<file path="src/rtl/sbp_pkg.sv">
// Package: shared encodings and bit positions for the serial bus port.
// Assumes an 8-bit port; the positions below are fixed by how the bus
// lines and switches are wired onto the port.
package sbp_pkg;
    localparam int PORT_W    = 8;
    localparam int DEV_W     = 2;
    localparam int B_DATA_IN  = 0;
    localparam int B_DATA_OUT = 1;
    localparam int B_CLK_IN   = 2;
    localparam int B_CLK_OUT  = 3;
    localparam int B_ACK_OUT  = 4;
    localparam int B_DEV_LO   = 5;
    localparam int B_ATN_IN   = 7;
    localparam logic [PORT_W-1:0] RD_INVERT = 8'h85;

    typedef enum logic [1:0] {
        SEL_OUT  = 2'd0,
        SEL_DIR  = 2'd1,
        SEL_ACK  = 2'd2,
        SEL_NONE = 2'd3
    } sbp_sel_e;
endpackage

</file>
<file path="src/rtl/sbp_sync.sv">
// Module: multi-stage synchronizer for asynchronous bus levels.
// Assumes each bit is an independent level; resets to RESET_VAL (released).
module sbp_sync #(
    parameter int WIDTH = 3,
    parameter int STAGES = 2,
    parameter logic [WIDTH-1:0] RESET_VAL = '1
) (
    input  logic             clk,
    input  logic             rst_n,
    input  logic [WIDTH-1:0] d,
    output logic [WIDTH-1:0] q
);
    logic [WIDTH-1:0] stage_q [STAGES];

    generate
        for (genvar s = 0; s < STAGES; s++) begin : g_stage
            if (s == 0) begin : g_first
                // First stage samples the raw line levels.
                always_ff @(posedge clk) begin
                    if (!rst_n) stage_q[0] <= RESET_VAL;
                    else        stage_q[0] <= d;
                end
            end else begin : g_next
                // Later stages shift the sampled value along the chain.
                always_ff @(posedge clk) begin
                    if (!rst_n) stage_q[s] <= RESET_VAL;
                    else        stage_q[s] <= stage_q[s-1];
                end
            end
        end
    endgenerate

    assign q = stage_q[STAGES-1];
endmodule

</file>
<file path="src/rtl/sbp_port_regs.sv">
// Module: output and direction registers plus the acknowledge strobe.
// Assumes at most one write per cycle; select 3 is a no-op.
module sbp_port_regs
    import sbp_pkg::*;
(
    input  logic              clk,
    input  logic              rst_n,
    input  logic              wr_en,
    input  sbp_sel_e          wr_sel,
    input  logic [PORT_W-1:0] wr_data,
    output logic [PORT_W-1:0] out_q,
    output logic [PORT_W-1:0] dir_q,
    output logic              ack_wr
);
    // Register update on a qualified write.
    always_ff @(posedge clk) begin
        if (!rst_n) begin
            out_q <= '0;
            dir_q <= '0;
        end else if (wr_en) begin
            if (wr_sel == SEL_OUT) out_q <= wr_data;
            if (wr_sel == SEL_DIR) dir_q <= wr_data;
        end
    end

    // Acknowledge strobe for the interrupt flag.
    assign ack_wr = wr_en && (wr_sel == SEL_ACK);
endmodule

</file>
<file path="src/rtl/sbp_bus_drive.sv">
// Module: derives the CLK and DATA pull-down enables.
// Assumes atn_s is the synchronized ATN level (1 = released high).
module sbp_bus_drive
    import sbp_pkg::*;
(
    input  logic [PORT_W-1:0] out_q,
    input  logic [PORT_W-1:0] dir_q,
    input  logic              atn_s,
    output logic              clk_pull,
    output logic              data_pull
);
    logic [PORT_W-1:0] drv;
    logic              ack_mismatch;

    // Active drive bits and the acknowledge gate for DATA.
    always_comb begin
        drv          = out_q & dir_q;
        ack_mismatch = drv[B_ACK_OUT] ^ ~atn_s;
        clk_pull     = drv[B_CLK_OUT];
        data_pull    = drv[B_DATA_OUT] & ack_mismatch;
    end
endmodule

</file>
<file path="src/rtl/sbp_readback.sv">
// Module: assembles the port read byte from registers, lines and switches.
// Assumes synchronized line levels; unused input bits read 0.
module sbp_readback
    import sbp_pkg::*;
(
    input  logic [PORT_W-1:0] out_q,
    input  logic [PORT_W-1:0] dir_q,
    input  logic              atn_s,
    input  logic              clk_s,
    input  logic              data_s,
    input  logic [DEV_W-1:0]  dev_num,
    output logic [PORT_W-1:0] port_rd
);
    logic [PORT_W-1:0] status;
    logic [PORT_W-1:0] inputs;

    // Merge line status, inversion mask and switches, then split by direction.
    always_comb begin
        status                      = '0;
        status[B_DATA_IN]           = data_s;
        status[B_CLK_IN]            = clk_s;
        status[B_ATN_IN]            = atn_s;
        inputs                      = status ^ RD_INVERT;
        inputs[B_DEV_LO +: DEV_W]   = dev_num;
        port_rd = (out_q & dir_q) | (inputs & ~dir_q);
    end
endmodule

</file>
<file path="src/rtl/sbp_atn_irq.sv">
// Module: falling-edge detector on synchronized ATN and interrupt flag.
// Assumes a new edge takes priority over an acknowledge in the same cycle.
module sbp_atn_irq (
    input  logic clk,
    input  logic rst_n,
    input  logic atn_s,
    input  logic ack_wr,
    output logic atn_fall,
    output logic atn_irq
);
    logic atn_prev;

    assign atn_fall = atn_prev & ~atn_s;

    // Track previous ATN and hold the interrupt flag.
    always_ff @(posedge clk) begin
        if (!rst_n) begin
            atn_prev <= 1'b1;
            atn_irq  <= 1'b0;
        end else begin
            atn_prev <= atn_s;
            if (atn_fall)    atn_irq <= 1'b1;
            else if (ack_wr) atn_irq <= 1'b0;
        end
    end
endmodule

</file>
<file path="src/rtl/serial_bus_port.sv">
// Module: top of the serial bus port with attention acknowledge.
// Assumes the wired-AND bus is outside; inputs are sensed line levels.
module serial_bus_port
    import sbp_pkg::*;
#(
    parameter int SYNC_STAGES = 2
) (
    input  logic        clk,
    input  logic        rst_n,
    input  logic        wr_en,
    input  logic [1:0]  wr_sel,
    input  logic [7:0]  wr_data,
    input  logic        bus_atn,
    input  logic        bus_clk,
    input  logic        bus_data,
    input  logic [1:0]  dev_num,
    output logic        clk_pull,
    output logic        data_pull,
    output logic [7:0]  port_rd,
    output logic        atn_irq
);
    localparam int LINES = 3;

    logic [PORT_W-1:0] out_q;
    logic [PORT_W-1:0] dir_q;
    logic              ack_wr;
    logic [LINES-1:0]  lines_s;
    logic              atn_s;
    logic              clk_s;
    logic              data_s;
    logic              atn_fall;

    sbp_port_regs u_regs (
        .clk     (clk),
        .rst_n   (rst_n),
        .wr_en   (wr_en),
        .wr_sel  (sbp_sel_e'(wr_sel)),
        .wr_data (wr_data),
        .out_q   (out_q),
        .dir_q   (dir_q),
        .ack_wr  (ack_wr)
    );

    sbp_sync #(.WIDTH(LINES), .STAGES(SYNC_STAGES), .RESET_VAL('1)) u_sync (
        .clk   (clk),
        .rst_n (rst_n),
        .d     ({bus_atn, bus_clk, bus_data}),
        .q     (lines_s)
    );

    assign {atn_s, clk_s, data_s} = lines_s;

    sbp_bus_drive u_drive (
        .out_q     (out_q),
        .dir_q     (dir_q),
        .atn_s     (atn_s),
        .clk_pull  (clk_pull),
        .data_pull (data_pull)
    );

    sbp_readback u_rd (
        .out_q   (out_q),
        .dir_q   (dir_q),
        .atn_s   (atn_s),
        .clk_s   (clk_s),
        .data_s  (data_s),
        .dev_num (dev_num),
        .port_rd (port_rd)
    );

    sbp_atn_irq u_irq (
        .clk      (clk),
        .rst_n    (rst_n),
        .atn_s    (atn_s),
        .ack_wr   (ack_wr),
        .atn_fall (atn_fall),
        .atn_irq  (atn_irq)
    );
endmodule

</file>
<file path="config.mk">
export PLATFORM = sky130hd
export DESIGN_NAME = serial_bus_port
export DESIGN_NICKNAME = d
export VERILOG_FILES = /design/src/rtl/sbp_pkg.sv /design/src/rtl/sbp_sync.sv /design/src/rtl/sbp_port_regs.sv /design/src/rtl/sbp_bus_drive.sv /design/src/rtl/sbp_readback.sv /design/src/rtl/sbp_atn_irq.sv /design/src/rtl/serial_bus_port.sv
export SDC_FILE = /design/constraint.sdc
export NUM_CORES = 1
export LEC_CHECK = 0
export BUFFER_PORTS_ARGS = -buffer_cell sky130_fd_sc_hd__buf_4
export CELL_PAD_IN_SITES_DETAIL_PLACEMENT = 1
export CELL_PAD_IN_SITES_GLOBAL_PLACEMENT = 1
export CORE_ASPECT_RATIO = 0.5
export CORE_MARGIN = 5
export CORE_UTILIZATION = 33
export DETAILED_ROUTE_END_ITERATION = 8
export GPL_TIMING_DRIVEN = 0
export PLACE_DENSITY = 0.71
export SYNTH_ARGS = -nofsm -noshare
export SYNTH_HDL_FRONTEND = slang
export SYNTH_HIERARCHICAL = 1
export SYNTH_SLANG_ARGS = --single-unit
</file>
<file path="constraint.sdc">
create_clock -name clk -period 0.8 [get_ports clk]
set_input_delay 0 -clock clk [delete_from_list [all_inputs] [get_ports clk]]
set_output_delay 0 -clock clk [all_outputs]
set_load 0.05 [all_outputs]
</file>
After elaboration in Yosys (flattened, before gate mapping)
Memories as Yosys holds them, arrays and structs flattened.
Cells that the tools add are included.
{ "totals": {"register_bits": 18, "mem_bits_rw": 6, "input_bits": 18, "out_inout_bits": 11, "elab_cells": 29, "mem_count": 1} }
{ "mem_list": {"columns": ["name", "words", "word_bits", "rd", "rd_ports_with_merged_regs", "write_ports", "line_no", "source"], "rows": [
  ["u_sync.stage_q", 2, 3, 2, 0, 2, "sbp_sync.sv:13", "logic [WIDTH-1:0] stage_q [STAGES];"]
]} }
{ "op_classes": {"n_eq_ne": 2, "n_mux": 6, "n_bitwise": 11, "n_reduce_logical": 5} }
{ "ops": {"columns": ["operator", "n"], "rows": [
  ["bitwise AND 8 bit", 2],
  ["NOT 8 bit", 1],
  ["OR 8 bit", 1],
  ["2-to-1 mux 3 bit", 2],
  ["2-to-1 mux 1 bit", 4],
  ["AND reduction 2 bit", 2],
  ["NOT 3 bit", 1],
  ["bitwise AND 1 bit", 2],
  ["equality test 2 x 1 -> 1 bit (second input constant)", 1],
  ["equality test 2 bit (second input constant)", 1],
  ["logical NOT 2 bit", 1],
  ["OR 1 bit", 2],
  ["nonzero test 2 bit", 1],
  ["logical AND 1 bit", 1],
  ["NOT 1 bit", 1],
  ["XOR 1 bit", 1]
]} }

Depth between registers and ports, before layout
{ "logic_depth": {"depth_word": 4, "ltp_mapped": 3, "mapped_depth_nobuf": 3} }

By module
Netlist, hierarchy kept.
{ "modules_own_cells": {"columns": ["module", "n_inst", "cells_per_inst", "area_each_um2", "seq_area_each_um2"], "rows": [
  ["sbp_port_regs", 1, 63, 623.1, 320.3],
  ["sbp_sync", 1, 12, 157.7, 120.1],
  ["sbp_readback", 1, 11, 75.1, 0.0],
  ["sbp_atn_irq", 1, 6, 73.8, 40.0],
  ["sbp_bus_drive", 1, 5, 31.3, 0.0]
]} }

Least setup slack after synthesis
Ideal clock, no wire load.
{ "synth_path": {"kind": "reg-to-output", "from": "memory u_sync.stage_q[1][2]", "to": "output port port_rd[7]", "arrival_time_ns": 1.454, "t_required_ns": 0.800, "path_slack_ns": -0.654, "path_stages_with_launch": 2, "n_path_buf": 0, "path_cell_list": "dfxtp_1 o21ai_0"} }
{ "synth_rtl": {"columns": ["item", "line_no", "source"], "rows": [
  ["start, declared", "sbp_sync.sv:13", null],
  ["end, declared", "serial_bus_port.sv:19", "output logic [7:0] port_rd,"]
]} }

==> results.cfg <==
[global_route]
grt_antenna_before_repair = 0
grt-ovfl-total = 0
wire_length_of_the_first_global_routing_pass_um = 3490
grt_pass1_vias = 802
grt_max_degree = 15
global_route.usage.total_pct = 11.4

[timing]
period_share_pct = 136
post-route-worst-setup-slack_ns = -0.288
final_max_slew_viol_count = 0
rsz0062_at_grt = true
slew-limit-headroom_pct = 69.5
tightestPinTransition_ns = 0.457
finalSetupViolations = 10
fin_worst_skew_ns = 0.000125
hold_viol_final = 0
fmax_ghz = 0.919
layout_min_cycle_time_ns = 1.09

[finish]
area_growth_syn_to_layout_pct = 50.3
num-nets-final = 155
antenna-diode-count = 0
total_area_of_sequential_cells_sq_um = 504
fillers = 317
multi_input_area_sq_um = 493
layout-drive-gt1-share_pct = 50.7
final_core_util_pct = 53.8

[route]
detail_route.wirelength_um = 2040
route.vias.total = 781
count_of_nets_left_with_antenna_violations_after_detail_routing = 0
route.detailed.vias_per_inst = 4.51
dr.first_iter.drc_count = 10
drt-pass1-iter-count = 2
wl_per_cell_um = 11.8
drc_errors_left = 0

[setup_path]
timing_worst_setup_path_type = flop to output pin
critical_path.endpoint_type = output pin
reg2regPathDepth = 3
critPathSlowestCell = sky130_fd_sc_hd__dfxtp_4
crit_arrival_ns = 1.09
cp.required_ns = 0.80
cp-start-kind = flop
critical_path_cell_count = 3
buf_inv_on_cp = 1
worst_stage_delay_on_the_critical_path_ns = 0.36
timing.critical_path.max_delay_family = flip-flops
worst-path-max-fanout = 4
worstPathCellList = a21o_1, a21oi_4, buf_6

[die]
num_io_pins = 29
std_cell_rows = 13
die_h_um = 48.2
starting_density_of_the_core_pct = 35.8
core_region_area_sq_um = 2680
die_area_sq_um = 4160
die_w_um = 86.3

[logic_synthesis]
synthesis.instances = 97
syn_area_sq_um = 961
synth_seq_area_share_pct = 50.0
synthesis.nets = 115
ys.warnings.count = 6
syn_area_per_cell_sq_um = 9.91
post_synth_num_cell_types = 18
ys_seq_elements = 24

[place]
gp_congestion = 0.637
pre_cts_ws_ns = -0.164
io_buffers = 28
post-dp-hpwl_um = 1500

[power]
peakVddDrop_uv = 994
power_mw = 2.32
power_leakage_nw = 0.652
pwr_density_cell_nw_per_um2 = 1610

[clock_network]
tritoncts.num_buffers = 3
clkTransAtPathRegs_ns = 0.08
clock-root-buffer = sky130_fd_sc_hd__clkbuf_8
cts.sink_count = 24
htree_num_levels = 1
cts_buffer_depth = 2
clock_latency_at_the_later_pin_of_the_worst_skew_pair_ns = 0.26
tritoncts = done

[flow_run]
max_cap_violations = 0

[run_status]
run_status = complete, but fails checks
failed_checks = negative setup slack

[hold_path]
hold_path_class = input pin to flop
cell_depth_of_the_worst_min_delay_path = 2
-- final cells by class --
type                       instances  share of cell area, %
multi-input combinational         69                   34.1
timing repair buffer              35                   22.9
sequential                        24                   34.9
tap                               37                   3.21
buffer                             4                   1.73
clock buffer                       4                   3.12
-- cell usage after synthesis --
cell / count / share of area, %
sky130_fd_sc_hd__buf_2: 1 / 0.52
sky130_fd_sc_hd__and3b_2: 2 / 2.1
sky130_fd_sc_hd__mux2_4: 2 / 3.1
sky130_fd_sc_hd__a21o_1: 1 / 0.78
sky130_fd_sc_hd__mux2i_1: 16 / 17
sky130_fd_sc_hd__dfxtp_1: 24 / 50
sky130_fd_sc_hd__buf_6: 1 / 1.2
sky130_fd_sc_hd__nor2b_1: 1 / 0.65
sky130_fd_sc_hd__and2_1: 4 / 2.6
sky130_fd_sc_hd__nor2b_4: 1 / 1.4
sky130_fd_sc_hd__nand3_1: 1 / 0.52
sky130_fd_sc_hd__or3b_1: 1 / 0.91
sky130_fd_sc_hd__o21a_1: 1 / 0.78
sky130_fd_sc_hd__nand2b_1: 7 / 4.6
sky130_fd_sc_hd__o21ai_0: 3 / 1.6
sky130_fd_sc_hd__clkbuf_1: 2 / 0.78
sky130_fd_sc_hd__nand2_1: 28 / 11
sky130_fd_sc_hd__a21oi_2: 1 / 0.91
-- sequential cells by signal, summed over array words and instances (netlist names) --
register and flops:
u_regs/dir_q 8, u_irq/atn_prev 1, u_sync/stage_q 6, u_irq/atn_irq 1
u_regs/out_q 8
-- metrics by stage --
step           hold slack [ns]  TNS, ns  cell area [sq um]  std cells
3_5_place_dp             0.188    -2.34               1240        162
5_1_grt               0.000944    -2.03               1440        173
2_1_floorplan           0.0730  -0.0540                985         97
6_report               0.00307    -1.57               1440        173
3_3_place_gp             0.181    -2.08               1240        162
4_1_cts                0.00219    -1.59               1410        171
-- repair_timing --
item | 4_1_cts | 5_1_grt
hold endpoints to repair | 3 | 0
pin swaps | 4 | 4
setup buffers | 2 | 2
gates resized for setup | 31 | 8
hold buffers | 3 | 0
setup endpoints to repair | 10 | 13
-- logic make-up (layout without fill, tap and decap cells) --
logic type / Yosys count / count (layout) / share of synthesized area, %
and+or+nand+nor: 45 / 45 / 23.7
DFF: 24 / 24 / 50.0
muxes: 18 / 18 / 19.8
AOI/OAI and AO/OA: 6 / 6 / 4.04
buffers and inverters: 4 / 43 / 2.47
-- cell usage in the layout, fill, tap and decap left out, types with 4 or more instances in the layout --
cell                       instances
sky130_fd_sc_hd__nand2_1          25
sky130_fd_sc_hd__buf_4            20
sky130_fd_sc_hd__mux2i_1          16
sky130_fd_sc_hd__dfxtp_2          13
sky130_fd_sc_hd__buf_6             9
sky130_fd_sc_hd__dfxtp_1           9
sky130_fd_sc_hd__nand2b_1          7
sky130_fd_sc_hd__buf_8             4
sky130_fd_sc_hd__and2_4            4
-- final timing paths --
path                                             end                  from  slack (ns)
worst min register to register  u_sync/stage_q[1][0]  u_sync/stage_q[0][0]        0.41
worst max register to register         u_irq/atn_irq  u_sync/stage_q[1][2]        0.01
worst max-delay path                       data_pull  u_sync/stage_q[1][2]       -0.29
worst min-delay path                  u_irq/atn_prev                 rst_n       0.003
-- layer usage --
layer  wire length [um]  vias up  part of all wire (%)  track usage [%]
met5                  0        -                     0                0
met3                105        0                   5.1             3.71
li1                   -      399                     -                -
met1                915      364                    45             12.6
met2               1020       18                    50             21.7
met4                  0        0                     0             3.73
-- report_power, final --
group | internal (mW) | switching, mW | total [mW]
Sequential | 1.24 | 0.0283 | 1.27
Combinational | 0.174 | 0.162 | 0.336
Clock | 0.355 | 0.358 | 0.713
Note: power is estimated with default switching activity, not from simulation.
